`src/rtl/fbc_pkg.sv`:
```
package fbc_pkg;
  localparam int FLT_W = 4;
  typedef logic [FLT_W-1:0] flt_len_t;
endpackage

```
`src/rtl/fbc_sync.sv`:
```
module fbc_sync #(
  parameter int STAGES = 2
) (
  input  logic clk_i,
  input  logic rst_ni,
  input  logic d_i,
  output logic q_o
);
  logic [STAGES-1:0] q;

  always_ff @(posedge clk_i or negedge rst_ni) begin
    if (!rst_ni) q <= '0;
    else         q <= {q[STAGES-2:0], d_i};
  end

  assign q_o = q[STAGES-1];
endmodule

```
`src/rtl/fbc_filter.sv`:
```
module fbc_filter
  import fbc_pkg::*;
(
  input  logic     clk_i,
  input  logic     rst_ni,
  input  logic     din_i,
  input  flt_len_t len_i,
  output logic     dout_o
);
  flt_len_t cnt_q;
  logic     filt_q;
  logic     diff;

  assign diff = din_i != filt_q;

  always_ff @(posedge clk_i or negedge rst_ni) begin
    if (!rst_ni) begin
      cnt_q  <= '0;
      filt_q <= 1'b0;
    end else if (len_i == '0) begin
      // bypass: track input so a later length change starts aligned
      cnt_q  <= '0;
      filt_q <= din_i;
    end else if (!diff) begin
      cnt_q <= '0;
    end else if (cnt_q == len_i - flt_len_t'(1)) begin
      cnt_q  <= '0;
      filt_q <= din_i;
    end else begin
      cnt_q <= cnt_q + flt_len_t'(1);
    end
  end

  assign dout_o = (len_i == '0) ? din_i : filt_q;
endmodule

```
`src/rtl/fbc_ext_path.sv`:
```
module fbc_ext_path
  import fbc_pkg::*;
#(
  parameter int SYNC_STAGES = 2
) (
  input  logic     clk_i,
  input  logic     rst_ni,
  input  logic     pin_i,
  input  logic     en_i,
  input  logic     pol_i,
  input  flt_len_t len_i,
  output logic     act_o
);
  logic pin_sync;
  logic pin_filt;

  fbc_sync #(.STAGES(SYNC_STAGES)) u_sync (
    .clk_i (clk_i),
    .rst_ni(rst_ni),
    .d_i   (pin_i),
    .q_o   (pin_sync)
  );

  fbc_filter u_filt (
    .clk_i (clk_i),
    .rst_ni(rst_ni),
    .din_i (pin_sync),
    .len_i (len_i),
    .dout_o(pin_filt)
  );

  assign act_o = en_i & (pin_filt ^ pol_i);
endmodule

```
`src/rtl/fault_break_combiner.sv`:
```
module fault_break_combiner
  import fbc_pkg::*;
#(
  parameter int NUM_EXT     = 4,
  parameter int NUM_INT     = 4,
  parameter int SYNC_STAGES = 2
) (
  input  logic                     clk_i,
  input  logic                     rst_ni,
  input  logic [NUM_EXT-1:0]       ext_brk_i,
  input  logic [NUM_EXT-1:0]       ext_en_i,
  input  logic [NUM_EXT-1:0]       ext_pol_i,
  input  logic [NUM_EXT*FLT_W-1:0] ext_flt_len_i,
  input  logic [NUM_INT-1:0]       int_fault_i,
  input  logic [NUM_INT-1:0]       int_en_i,
  input  logic                     glb_en_i,
  input  logic                     glb_pol_i,
  input  logic                     sw_gen_i,
  input  logic                     irq_en_i,
  input  logic                     flag_clr_i,
  output logic                     brk_lvl_o,
  output logic                     brk_evt_o,
  output logic                     brk_flag_o,
  output logic                     brk_irq_o
);
  logic [NUM_EXT-1:0] ext_act;
  logic [NUM_INT-1:0] int_act;
  logic               src_any;
  logic               lvl_d, evt_d, flag_d;
  logic               lvl_q, evt_q, flag_q;

  for (genvar i = 0; i < NUM_EXT; i++) begin : g_ext
    fbc_ext_path #(.SYNC_STAGES(SYNC_STAGES)) u_path (
      .clk_i (clk_i),
      .rst_ni(rst_ni),
      .pin_i (ext_brk_i[i]),
      .en_i  (ext_en_i[i]),
      .pol_i (ext_pol_i[i]),
      .len_i (ext_flt_len_i[i*FLT_W +: FLT_W]),
      .act_o (ext_act[i])
    );
  end

  assign int_act = int_fault_i & int_en_i;
  assign src_any = (|ext_act) | (|int_act);

  // software strobe bypasses the polarity stage
  assign lvl_d  = glb_en_i & ((src_any ^ glb_pol_i) | sw_gen_i);
  assign evt_d  = lvl_d & ~lvl_q;
  assign flag_d = evt_d | (flag_q & ~flag_clr_i);

  always_ff @(posedge clk_i or negedge rst_ni) begin
    if (!rst_ni) begin
      lvl_q  <= 1'b0;
      evt_q  <= 1'b0;
      flag_q <= 1'b0;
    end else begin
      lvl_q  <= lvl_d;
      evt_q  <= evt_d;
      flag_q <= flag_d;
    end
  end

  assign brk_lvl_o  = lvl_q;
  assign brk_evt_o  = evt_q;
  assign brk_flag_o = flag_q;
  assign brk_irq_o  = flag_q & irq_en_i;
endmodule

```
`config.mk`:
```
export PLATFORM = sky130hd
export DESIGN_NAME = fault_break_combiner
export DESIGN_NICKNAME = d
export VERILOG_FILES = /design/src/rtl/fbc_pkg.sv /design/src/rtl/fbc_sync.sv /design/src/rtl/fbc_filter.sv /design/src/rtl/fbc_ext_path.sv /design/src/rtl/fault_break_combiner.sv
export SDC_FILE = /design/constraint.sdc
export NUM_CORES = 1
export LEC_CHECK = 0
export ABC_AREA = 1
export BUFFER_PORTS_ARGS = -buffer_cell sky130_fd_sc_hd__buf_2
export CELL_PAD_IN_SITES_DETAIL_PLACEMENT = 0
export CELL_PAD_IN_SITES_GLOBAL_PLACEMENT = 2
export CORE_MARGIN = 1
export CORE_UTILIZATION = 25
export CTS_BUF_LIST = sky130_fd_sc_hd__clkbuf_4
export DETAILED_ROUTE_END_ITERATION = 8
export HOLD_SLACK_MARGIN = 0.05
export PLACE_DENSITY = 0.67
export REMOVE_ABC_BUFFERS = 1
export SYNTH_ARGS = -nofsm -noshare
export SYNTH_HDL_FRONTEND = slang
export SYNTH_SLANG_ARGS = --single-unit
```
`constraint.sdc`:
```
create_clock -name clk_i -period 1.6 [get_ports clk_i]
set_input_delay 0.08 -clock clk_i [delete_from_list [all_inputs] [get_ports clk_i]]
set_output_delay 0.08 -clock clk_i [all_outputs]
set_load 0.05 [all_outputs]
```
==> flow_metrics.env <==
export IMPL_start_util=0.262
export IMPL_skew_ns=0.0152
export IMPL_grt_overflow=0
export IMPL_cts_hold_buf=8
export IMPL_status="complete, no violations"
export IMPL_worstMarginPinSlew_ns=0.707
export IMPL_place_congestion=0.720
export IMPL_fin_nets=313
export IMPL_grt_pass1_vias=1362
export IMPL_clock_latency_ns=0.33
export IMPL_reg2regPathDepth=7
export IMPL_cts_repair_resized=0
export IMPL_ys_warn_count=0
export IMPL_worstSetupPathType="flip-flop to flip-flop"
export IMPL_syn_cell_area_um2=1810
export IMPL_total_power_mw=2.43
export IMPL_max_cap_viol_count=0
export IMPL_die_h_um=87.1
export IMPL_dr_pass1_iters=4
export IMPL_cts_path_max_buffers=2
export IMPL_syn_inst=201
export IMPL_worst_hold_slack_ns=0.102
export IMPL_insertedDiodeCount=0
export IMPL_tns_ns=0
export IMPL_leakagePower_nw=1.20
export IMPL_final_util=0.331
export IMPL_grt_pass1_wl_mm=5.89
export IMPL_die_area_um2=7580
export IMPL_rsz0062_at_grt="no"
export IMPL_cts_root_buf="clkbuf_4"
export IMPL_chipWidth_um=87.1
export IMPL_antenna_found_initial=0
export IMPL_holdPathStages=4
export IMPL_clkTransAtPathRegs_ns=0.09
export IMPL_fillers=750
export IMPL_vias=1420
export IMPL_holdPathEnd="g_ext[0].u_path.u_filt.filt_q"
export IMPL_required_ns=1.82
export IMPL_cts_sinks=31
export IMPL_core_um2=6910
export IMPL_grt_usage=0.101
export IMPL_drt_iter0_markers=39
export IMPL_yosysUniqueCellTypes=26
export IMPL_crit_arrival_ns=1.55
export IMPL_cts_htree_levels=2
export IMPL_peakVddDrop_v=0.000488
export IMPL_avgSynthCellArea_um2=9.00
export IMPL_timing_rr_start="g_ext[2].u_path.u_filt.cnt_q[3]"
export IMPL_setup_violations=0
export IMPL_cp_max_fo=4
export IMPL_dpl_instance_area_um2=2160
export IMPL_drc=0
export IMPL_endpoint_kind="flip-flop"
export IMPL_ant_nets=0
export IMPL_r2r_setup_slack_ns=0.27
export IMPL_cts_tree="built"
export IMPL_grt_max_degree=32
export IMPL_final_common_cell="buf_2"
export IMPL_hold_path_class="input pin to flip-flop"
export IMPL_post_cts_buffers=0
export IMPL_dp_hpwl_mm=2.70
export IMPL_final_cell_mix="46 x buf_2, 32 x nand2_1, 31 x inv_1, 31 x dfrtp_1, 18 x nand3_1"
export IMPL_power_density_nw_per_um2=1060
export IMPL_relSlewSlack=0.528
export IMPL_rr_endpoint="g_ext[2].u_path.u_filt.cnt_q[2]"
export IMPL_timing_fmax_mhz=752
export IMPL_rows=30
export IMPL_period_share=0.831
export IMPL_min_delay_start="ext_flt_len_i[2]"
export IMPL_via_per_inst=3.98
export IMPL_hold_viol_final=0
export IMPL_synth_seq_cells=31
export IMPL_post_drt_wl_per_cell_um=9.62
export IMPL_area_growth_pct=26.3
export IMPL_finalMaxSlewViolations=0
export IMPL_routed_wl_mm=3.44
export IMPL_layout_min_cycle_time_ns=1.33
export IMPL_drive_gt1_frac=0.272
export IMPL_seq_area_frac_synth=0.429
export IMPL_ios=47
export IMPL_fin_area_um2=2280
export IMPL_cp_start_kind="flip-flop"
export IMPL_cts_inserted_buffers=5
export IMPL_io_buffer_count=46
-- how the worst max path moves through the flow --
stage / cells past startpoint / end / slack [ns] / start
4_1_cts: 7 / g_ext[2].u_path.u_filt.cnt_q[2] / 0.25 / g_ext[2].u_path.u_filt.cnt_q[3]
6_report: 7 / g_ext[2].u_path.u_filt.cnt_q[2] / 0.27 / g_ext[2].u_path.u_filt.cnt_q[3]
3_3_place_gp: 13 / brk_flag_o / 0.19 / ext_flt_len_i[12]
5_1_grt: 7 / g_ext[3].u_path.u_filt.filt_q / 0.11 / g_ext[3].u_path.u_filt.cnt_q[0]
2_1_floorplan: 7 / g_ext[2].u_path.u_filt.cnt_q[1] / 0.39 / g_ext[2].u_path.u_filt.cnt_q[3]
3_5_place_dp: 10 / g_ext[1].u_path.u_filt.filt_q / 0.19 / ext_flt_len_i[4]
-- layout make-up --
class / instances / area (µm²) / share of cell area
inverter: 33 / 124 / 0.0542
sequential: 31 / 776 / 0.340
tap: 96 / 120 / 0.0526
timing repair buffer: 54 / 310 / 0.136
clock buffer: 6 / 45.0 / 0.0197
multi-input combinational: 137 / 910 / 0.398
-- sequential cells by signal (all words and copies together) (netlist names) --
name and flops:
g_ext.u_path.u_filt.filt_q 4, brk_lvl_o 1, g_ext.u_path.u_sync.q 8, brk_flag_o 1, brk_evt_o 1, g_ext.u_path.u_filt.cnt_q 16
-- power breakdown --
| group | switching [mW] | internal (mW) |
|---|---|---|
| Combinational | 0.474 | 0.394 |
| Clock | 0.248 | 0.173 |
| Sequential | 0.178 | 0.961 |
| Total | 0.899 | 1.53 |
-- routing by layer --
layer  up-vias  routed length [µm]  track usage
met3         6                 265       0.0370
met4         0                  48       0.0364
met2        44                1430        0.160
met1       607                1690        0.126
li1        763                   -            -
met5         -                   0            0
-- critical path, cell delays in order, from the launching register on --
cell and delay, ns:
dfrtp_1 0.40, xor2_1 0.18, xnor2_1 0.13, nand3_1 0.09
o21ai_1 0.22, a21oi_2 0.09, nand2_1 0.07, inv_1 0.03
-- stage by stage --
| stage | std cells | setup slack (ns) |
|---|---|---|
| detailed placement | 343 | 0.190 |
| global route | 357 | 0.111 |
| finish | 357 | 0.271 |
| floorplan | 201 | 0.388 |
| global placement | 343 | 0.194 |
| CTS | 357 | 0.253 |
-- synthesized netlist by cell type (all sizes together) --
| cell type | number | share of area |
|---|---|---|
| a21oi | 4 | 0.013 |
| xor2 | 17 | 0.082 |
| a31oi | 1 | 0.0035 |
| xnor2 | 16 | 0.077 |
| nor2 | 8 | 0.022 |
| nand2 | 33 | 0.070 |
| nor3b | 2 | 0.0083 |
| nor3 | 9 | 0.028 |
| dfrtp | 31 | 0.43 |
| inv | 33 | 0.068 |
| nand4 | 1 | 0.0035 |
| o21ai | 7 | 0.024 |
| o211ai | 1 | 0.0042 |
| a221oi | 1 | 0.0048 |
| nand3 | 25 | 0.089 |
| ha | 8 | 0.055 |
| nand3b | 3 | 0.012 |
| o21bai | 1 | 0.0062 |
-- cells by family (layout without fill, tap and decap cells) --
| logic type | count (synthesis) | after routing | share of synthesized area |
|---|---|---|---|
| AO/OA/AOI/OAI | 15 | 15 | 0.0553 |
| XOR/XNOR | 33 | 33 | 0.160 |
| adder cells (fa/ha/maj) | 8 | 8 | 0.0553 |
| buffers and inverters | 33 | 93 | 0.0685 |
| flip-flops | 31 | 31 | 0.429 |
| AND/OR/NAND/NOR | 81 | 81 | 0.232 |
Note: power is estimated with default switching activity, not from simulation.
